--- src/rtl/wd_pkg.sv ---
package wd_pkg;
   localparam int ADDR_W = 3;

   // register map
   localparam logic [ADDR_W-1:0] A_MODE   = 3'd0;
   localparam logic [ADDR_W-1:0] A_CTRL   = 3'd1;
   localparam logic [ADDR_W-1:0] A_CNTLO  = 3'd2;
   localparam logic [ADDR_W-1:0] A_CNTHI  = 3'd3;
   localparam logic [ADDR_W-1:0] A_CHMODE = 3'd4;
   localparam logic [ADDR_W-1:0] A_OFFS   = 3'd5;
   localparam logic [ADDR_W-1:0] A_CMPHI  = 3'd6;

   // field positions
   localparam int MODE_EN_BIT   = 7;
   localparam int MODE_SEL_LSB  = 1;
   localparam int MODE_SEL_W    = 3;
   localparam int MODE_IDLE_BIT = 0;
   localparam int CTRL_RUN_BIT  = 0;
   localparam int CTRL_FLAG_BIT = 1;
   localparam int CNT_BYTES     = 2;
endpackage

--- src/rtl/wd_tick_counter.sv ---
module wd_tick_counter import wd_pkg::*; #(
   parameter int BYTE_W = 8
) (
   input  logic              clk,
   input  logic              rst_n,
   input  logic              adv,
   input  logic              ld_lo,
   input  logic              ld_hi,
   input  logic [BYTE_W-1:0] ld_val,
   output logic [BYTE_W-1:0] lo,
   output logic [BYTE_W-1:0] hi,
   output logic              lo_wrap
);
   logic [CNT_BYTES-1:0][BYTE_W-1:0] q;
   logic [CNT_BYTES-1:0]             cin;
   logic [CNT_BYTES-1:0]             ld;

   assign ld = {ld_hi, ld_lo};

   for (genvar g = 0; g < CNT_BYTES; g++) begin : g_lane
      if (g == 0) begin : g_first
         assign cin[g] = adv;
      end else begin : g_rest
         assign cin[g] = cin[g-1] && (&q[g-1]);
      end

      always_ff @(posedge clk or negedge rst_n) begin
         if (!rst_n)
            q[g] <= '0;
         else if (ld[g])
            q[g] <= ld_val;
         else if (cin[g])
            q[g] <= q[g] + 1'b1;
      end
   end

   assign lo      = q[0];
   assign hi      = q[CNT_BYTES-1];
   assign lo_wrap = adv && (&q[0]);
endmodule

--- src/rtl/wd_cmp_channel.sv ---
module wd_cmp_channel #(
   parameter int BYTE_W = 8
) (
   input  logic              clk,
   input  logic              rst_n,
   input  logic              wd_en,
   input  logic              wr_offs,
   input  logic              wr_cmp,
   input  logic [BYTE_W-1:0] wr_data,
   input  logic [BYTE_W-1:0] cnt_hi,
   output logic [BYTE_W-1:0] offs_q,
   output logic [BYTE_W-1:0] cmp_q,
   output logic              match
);
   logic [BYTE_W-1:0] reload;

   assign reload = cnt_hi + offs_q;

   always_ff @(posedge clk or negedge rst_n) begin
      if (!rst_n) begin
         offs_q <= '0;
         cmp_q  <= '0;
      end else begin
         if (wr_offs)
            offs_q <= wr_data;
         if (wr_cmp)
            cmp_q <= wd_en ? reload : wr_data;
      end
   end

   assign match = (cmp_q == cnt_hi);
endmodule

--- src/rtl/ctr_watchdog.sv ---
module ctr_watchdog import wd_pkg::*; #(
   parameter int                BYTE_W   = 8,
   parameter logic [BYTE_W-1:0] SWT_CODE = 'h48
) (
   input  logic              clk,
   input  logic              rst_n,
   input  logic              tick,
   input  logic              wr_en,
   input  logic [ADDR_W-1:0] addr,
   input  logic [BYTE_W-1:0] wr_data,
   output logic [BYTE_W-1:0] rd_data,
   output logic              wdt_rst
);
   if (BYTE_W < 8) begin : g_bad_width
      $error("ctr_watchdog: BYTE_W must be at least 8");
   end

   logic                  wd_en_q, idle_q, run_q, wdt_rst_q;
   logic [MODE_SEL_W-1:0] clk_sel_q;
   logic [BYTE_W-1:0]     chmode_q;
   logic [BYTE_W-1:0]     cnt_lo, cnt_hi, offs_q, cmp_q;
   logic                  lo_wrap, match, adv;
   logic                  wr_mode, wr_ctrl, wr_lo, wr_hi, wr_chm, wr_offs, wr_cmp;
   logic                  force_evt, ovf_evt;

   assign wr_mode = wr_en && (addr == A_MODE);
   assign wr_ctrl = wr_en && (addr == A_CTRL);
   assign wr_lo   = wr_en && (addr == A_CNTLO) && !wd_en_q;
   assign wr_hi   = wr_en && (addr == A_CNTHI) && !wd_en_q;
   assign wr_chm  = wr_en && (addr == A_CHMODE);
   assign wr_offs = wr_en && (addr == A_OFFS);
   assign wr_cmp  = wr_en && (addr == A_CMPHI);

   always_ff @(posedge clk or negedge rst_n) begin
      if (!rst_n) begin
         wd_en_q   <= 1'b1;
         clk_sel_q <= '0;
         idle_q    <= 1'b0;
         run_q     <= 1'b0;
         chmode_q  <= '0;
      end else begin
         if (wr_mode) begin
            wd_en_q <= wr_data[MODE_EN_BIT];
            if (!wd_en_q) begin
               clk_sel_q <= wr_data[MODE_SEL_LSB +: MODE_SEL_W];
               idle_q    <= wr_data[MODE_IDLE_BIT];
            end
         end
         if (wr_ctrl)
            run_q <= wr_data[CTRL_RUN_BIT];
         if (wr_chm && !wd_en_q)
            chmode_q <= wr_data;
      end
   end

   assign adv = tick && (run_q || wd_en_q);

   wd_tick_counter #(.BYTE_W(BYTE_W)) u_cnt (
      .clk(clk), .rst_n(rst_n), .adv(adv),
      .ld_lo(wr_lo), .ld_hi(wr_hi), .ld_val(wr_data),
      .lo(cnt_lo), .hi(cnt_hi), .lo_wrap(lo_wrap)
   );

   wd_cmp_channel #(.BYTE_W(BYTE_W)) u_cmp (
      .clk(clk), .rst_n(rst_n), .wd_en(wd_en_q),
      .wr_offs(wr_offs), .wr_cmp(wr_cmp), .wr_data(wr_data),
      .cnt_hi(cnt_hi), .offs_q(offs_q), .cmp_q(cmp_q), .match(match)
   );

   assign force_evt = wd_en_q && wr_ctrl && wr_data[CTRL_FLAG_BIT];
   assign ovf_evt   = wd_en_q && lo_wrap && match;

   always_ff @(posedge clk or negedge rst_n) begin
      if (!rst_n)
         wdt_rst_q <= 1'b0;
      else
         wdt_rst_q <= force_evt || ovf_evt;
   end
   assign wdt_rst = wdt_rst_q;

   always_comb begin
      rd_data = '0;
      case (addr)
         A_MODE: begin
            rd_data[MODE_EN_BIT]                     = wd_en_q;
            rd_data[MODE_SEL_LSB +: MODE_SEL_W]      = clk_sel_q;
            rd_data[MODE_IDLE_BIT]                   = idle_q;
         end
         A_CTRL:   rd_data[CTRL_RUN_BIT] = run_q;
         A_CNTLO:  rd_data = cnt_lo;
         A_CNTHI:  rd_data = cnt_hi;
         A_CHMODE: rd_data = wd_en_q ? SWT_CODE : chmode_q;
         A_OFFS:   rd_data = offs_q;
         A_CMPHI:  rd_data = cmp_q;
         default:  rd_data = '0;
      endcase
   end
endmodule

--- config.mk ---
export PLATFORM = sky130hd
export DESIGN_NAME = ctr_watchdog
export DESIGN_NICKNAME = d
export VERILOG_FILES = /design/src/rtl/wd_pkg.sv /design/src/rtl/wd_tick_counter.sv /design/src/rtl/wd_cmp_channel.sv /design/src/rtl/ctr_watchdog.sv
export SDC_FILE = /design/constraint.sdc
export NUM_CORES = 1
export LEC_CHECK = 0
export ABC_AREA = 1
export BUFFER_PORTS_ARGS = -buffer_cell sky130_fd_sc_hd__buf_2
export CORE_AREA = 2 2 82 84
export CTS_CLUSTER_DIAMETER = 150
export DETAILED_ROUTE_END_ITERATION = 8
export DIE_AREA = 0 0 84 86
export PLACE_DENSITY_LB_ADDON = 0.2
export SLEW_MARGIN = 0
export SYNTH_ARGS = -nofsm -noshare
export SYNTH_HDL_FRONTEND = slang
export SYNTH_HIERARCHICAL = 1
export SYNTH_SLANG_ARGS = --single-unit
--- constraint.sdc ---
create_clock -name clk -period 3.5 [get_ports clk]
set_input_delay 0.7 -clock clk [delete_from_list [all_inputs] [get_ports clk]]
set_output_delay 0.7 -clock clk [all_outputs]
set_load 0.01 [all_outputs]
# Word level (Yosys, flattened, before mapping)
# Cells that the tools add are included.
dict set report op_classes {
  eq_ne 7
  muxes 10
  bitwise_logic 1
  addsub 3
  reduce_logical 24
}
# op count
set ops {}
lappend ops {{two-way mux 8 bit} 6}
lappend ops {{case mux 3 bit (6 select lines)} 1}
lappend ops {{adder 8 x 1 -> 8 bit, second input constant} 2}
lappend ops {{logical AND 1 bit} 16}
lappend ops {{case mux 3 bit (5 select lines)} 1}
lappend ops {{equality test 3 bit, second input constant} 3}
lappend ops {{adder 8 bit} 1}
lappend ops {{equality test 8 bit} 1}
lappend ops {{AND reduction 8 bit} 1}
lappend ops {{case mux 1 bit (7 select lines)} 1}
lappend ops {{equality test 3 x 2 -> 1 bit, second input constant} 2}
lappend ops {{case mux 1 bit (6 select lines)} 1}
lappend ops {{nonzero test 2 bit} 2}
lappend ops {{equality test 3 x 1 -> 1 bit, second input constant} 1}
lappend ops {{zero test 3 bit} 1}
lappend ops {{logical OR 1 bit} 2}
lappend ops {{AND reduction 2 bit} 1}
lappend ops {{zero test 1 bit} 1}
lappend ops {{inverter 1 bit} 1}
dict set report word_totals {
  input_bits 15
  out_inout_bits 9
  ff_bits 47
  word_cells 55
}

# Logic depth before layout (Yosys ltp)
dict set report depth {
  word_depth 6
  depth_mapped 12
  ltp_nobuf 12
}

# By module
# The synthesis kept the hierarchy.
# module area_per_inst_um2 cells_each seq_area_each_um2 instances
set modules_own_cells {}
lappend modules_own_cells {ctr_watchdog 1290.0 196 376.6 1}
lappend modules_own_cells {wd_cmp_channel 1104.8 140 400.4 1}
lappend modules_own_cells {wd_tick_counter 983.4 130 400.4 1}

# Worst setup path before layout
# Ideal clock, no wire load.
dict set report synth_path {
  kind {input to output}
  start {input addr[0]}
  end {output rd_data[4]}
  arrival_time_ps 1431
  t_required_ps 2800
  n_path_buf 1
  setup_slack_ps 1369
  path_stages 6
  cell_sequence {buf_6 > nor2_1 > nand3_1 > o21ai_1 > inv_1 > nand2_1}
}
dict set report synth_via {
  elab_chain_cells 2
  elab_cells_between_ends 6
  cone_classes {eq/ne (5); mux (1)}
}
# element line_no
set synth_rtl {}
lappend synth_rtl {{from (decl)} ctr_watchdog.sv:9} ;# input logic [ADDR_W-1:0] addr,
lappend synth_rtl {{equality test 3 bit or equality test 3 x 2 -> 1 bit (tied branches)} ctr_watchdog.sv:83} ;# case (addr)
lappend synth_rtl {{case mux 3 bit (5 select lines) (*)} ctr_watchdog.sv:83}
lappend synth_rtl {{to (decl)} ctr_watchdog.sv:11} ;# output logic [BYTE_W-1:0] rd_data,
# Every way passes the cells marked *; elsewhere a longest branch is shown, timed or not.

# Worst setup path after layout
dict set report layout_path {
  start {register wd_en_q}
  end {output rd_data[3]}
}
dict set report layout_via {
  elab_chain_cells 2
}
# element line_no
set layout_rtl {}
lappend layout_rtl {{from (decl)} ctr_watchdog.sv:18} ;# logic wd_en_q, idle_q, run_q, wdt_rst_q;
lappend layout_rtl {{from (signal assigned)} ctr_watchdog.sv:43} ;# wd_en_q <= wr_data[MODE_EN_BIT];
lappend layout_rtl {{two-way mux 8 bit} ctr_watchdog.sv:92} ;# A_CHMODE: rd_data = wd_en_q ? SWT_CODE : chmode_q;
lappend layout_rtl {{case mux 3 bit (6 select lines)} ctr_watchdog.sv:83}
# No other way between the ends.

==> PnR_summary.wiki <==
{| class="wikitable"
! Metric !! Value
|-
| Mapped Area || 3378 sq um
|-
| Clock-pin transition on the worst setup and hold timing paths || 0.10 ns
|-
| Beginning of the worst hold path || chmode_q[3]
|-
| DRC marker count from the first detailed-route iteration || 334
|-
| Die H || 86 microns
|-
| Unrepaired setup endpoints after global routing || no
|-
| Synthesized instance count || 466
|-
| Dpl hpwl || 6506 microns
|-
| Clock root buffer master || sky130_fd_sc_hd__clkbuf_8
|-
| Leakage || 1.828 nW
|-
| Overall track demand over capacity in global routing || 26.79%
|-
| Std-Cell Core Area || 6277 sq um
|-
| Worst setup slack after placement || 0.9224 ns
|-
| Min-Delay Path Class || reg2reg
|-
| Count of instances resized after the clock tree is built || 0
|-
| Share of the cycle needed by the critical path after routing || 74.80%
|-
| Critical path capture point type || primary output
|-
| Normalized max-slew margin || 28.51%
|-
| # diodes || 0
|-
| Cell accounting for the most synthesized area || sky130_fd_sc_hd__dfrtp_1
|-
| Number of synthesized register bits || 47
|-
| Final Hold Viols || 0
|-
| Power density cells || 593.2 nW/um^2
|-
| Vias in the first global route || 3019
|-
| Critical Path Most Common Cell || sky130_fd_sc_hd__nand2_1
|-
| Max stage delay cell, worst path || sky130_fd_sc_hd__dfstp_2
|-
| Vias || 3200
|-
| Number of remaining DRC errors || 0
|-
| Startpoint of the worst register-to-register path || u_cnt/hi[0]
|-
| Achievable frequency || 0.3820 GHz
|-
| I/O pin count || 24
|-
| Overflow left after global routing || 0
|-
| Chip width || 84 microns
|-
| TritonCTS buffer count || 5
|-
| Die ar. || 7224 sq um
|-
| Total negative slack || 0 ns
|-
| Critical Path RT || 2.80 ns
|-
| Clock Skew || 0.008488 ns
|-
| Worst Hold Endpoint || chmode_q[3]
|-
| Startpoint type of the worst setup path || flip-flop
|-
| Largest driver fanout on the critical path || 17
|-
| Leading cell type in the layout, fill and taps excluded || sky130_fd_sc_hd__nand2_1
|-
| Port Buffer Count || 23
|-
| Sequential area share after synthesis || 34.85%
|-
| Routed wire per std cell || 15.93 microns
|-
| Number of max-cap violations || 0
|-
| Mean Syn Cell Area || 7.249 sq um
|-
| Initial core utilization || 53.82%
|-
| Depth of the worst hold-timing path || 2
|-
| Fraction of layout cells with a size suffix above 1 || 14.40%
|-
| Capturing point of the worst reg2reg path || u_cmp/cmp_q[6]
|-
| Total iterations of the first detailed-routing run || 5
|-
| Worst voltage drop across the vdd grid || 0.4176 mV
|-
| Count of synthesis-stage warnings from yosys || 6
|-
| Number of buffers inserted for hold repair after clock tree synthesis || 0
|-
| Most frequent cells in the layout || sky130_fd_sc_hd__nand2_1 (120), sky130_fd_sc_hd__inv_1 (57), sky130_fd_sc_hd__nand3_1 (57)
|-
| Number of sinks driven by the clock tree || 47
|-
| Top post-synthesis cells by area || sky130_fd_sc_hd__dfrtp_1 (34%), sky130_fd_sc_hd__nand2_1 (13%), sky130_fd_sc_hd__nand3_1 (8.4%)
|-
| Critical path class || reg2out
|-
| Number of levels in the clock H-tree || 2
|-
| Number of library cell types mapped by synthesis || 38
|-
| Insertion delay of the later-clocked pin in the worst-skew pair || 0.31 ns
|-
| Data arrival time at the worst-slack endpoint || 1.92 ns
|-
| Antenna violations before repair || 0
|-
| Total length of routed wires || 8967 microns
|-
| Number of placement rows || 29
|-
| Clock buffer depth || 2
|-
| Area Growth Syn to Fin || 6.815%
|-
| Slowest cell delay on critical path || 0.76 ns
|-
| Final WS setup || 0.8820 ns
|-
| TritonCTS clock tree || yes
|-
| Number of setup violations in the final report || 0
|-
| Final slew viol count || 0
|-
| Area share of the largest cell type after synthesis || 34.07%
|-
| Post-CTS Repair Setup Buffers || 0
|-
| Largest net degree at the start of global routing || 48
|-
| Wire length of the first global-routing pass || 15040 microns
|-
| Transition time at the pin with the least slew margin || 1.072 ns
|-
| Setup slack of the most critical reg-to-reg path || 1.50 ns
|-
| Remaining antenna violation count || 0
|-
| Register-to-Register Path Depth || 11
|-
| Post-synth net total || 491
|-
| Final period demand of the worst path || 2.618 ns
|-
| Worst path cell trace || inv_1, nand2_1, nand3_1, nand2_1, nor2_1, nand2_1, buf_2
|-
| Post-layout nets || 510
|-
| Global placement routability congestion || 0.9090
|-
| Ratio of routed vias to standard cells || 5.684
|-
| Run status || finished, final reports clean
|}
-- sequential cells by signal (all words and copies together) (netlist names) --
signal        count
wdt_rst           1
wd_en_q           1
u_cmp/offs_q      8
u_cnt/hi          8
idle_q            1
u_cmp/cmp_q       8
chmode_q          8
u_cnt/lo          8
clk_sel_q         3
run_q             1
-- routing by layer --
layer	up-vias	global-route usage, %	part of all wire (%)
met5	-	0	0
met4	0	8.065	1.8
met3	12	3.561	8.4
met2	132	42.91	45
met1	1494	38.14	45
li1	1562	-	-
-- area by class of cell --
| cell class | count | area [sq um] |
|---|---|---|
| Tap cell | 77 | 96.34 |
| Clock buffer | 5 | 68.82 |
| Inverter | 61 | 229.0 |
| Fill cell | 616 | 2669 |
| Timing Repair Buffer | 26 | 137.6 |
| Multi-Input combinational cell | 344 | 1873 |
| Sequential cell | 47 | 1177 |
| Clock inverter | 3 | 26.28 |
-- worst max path at each step --
stage,cells after the start,slack [ns],endpoint,from
2_1_floorplan,6,1.37,rd_data[4],addr[0]
3_3_place_gp,7,0.94,rd_data[6],addr[2]
3_5_place_dp,7,0.92,rd_data[7],addr[2]
4_1_cts,7,0.89,rd_data[3],wd_en_q
5_1_grt,7,0.74,rd_data[4],addr[2]
6_report,7,0.88,rd_data[3],wd_en_q
-- critical path, delay by kind of cell (launching register included) --
family	cells	cell delay, ns
AND/OR/NAND/NOR	5	0.43
buffers and inverters	2	0.41
flip-flops	1	0.76
-- through the flow --
stage	power, mW	instance area, sq um	hold WS (ns)	util [%]	cells
after detailed placement	1.776	3513	0.4694	55.97	555
after global routing	2.318	3608	0.5206	57.48	563
after global placement	1.752	3513	0.4638	55.97	555
after floorplan	1.521	3378	0.4044	-	466
final	2.141	3608	0.4922	57.48	563
after CTS	2.137	3608	0.4956	57.48	563
-- cells in the mapped netlist, drive strengths merged --
library cell	n
a21oi	18
a22oi	6
buf	14
dfrtp	46
dfstp	1
fa	1
ha	9
inv	61
mux2	4
nand2	125
nand3	60
nand3b	2
nand4	21
nor2	51
nor3	1
nor4	1
o21a	2
o21ai	24
o22ai	1
or2	4
xnor2	10
xor2	4
-- report_power, final --
part | internal [mW] | total (mW) | switching [mW]
registers | 0.711 | 0.976 | 0.265
clock network | 0.147 | 0.356 | 0.209
logic | 0.345 | 0.808 | 0.463
-- logic make-up after synthesis --
group / after synthesis / share of synthesized area [%]
muxes: 4 / 1.333
AOI/OAI and AO/OA: 51 / 9.185
and+or+nand+nor: 265 / 37.15
xor gates and xnor gates: 14 / 3.852
adders and majority gates: 10 / 3.926
DFF: 47 / 34.85
buffers and inverters: 75 / 9.704
Power figures use the tool's default switching activity.
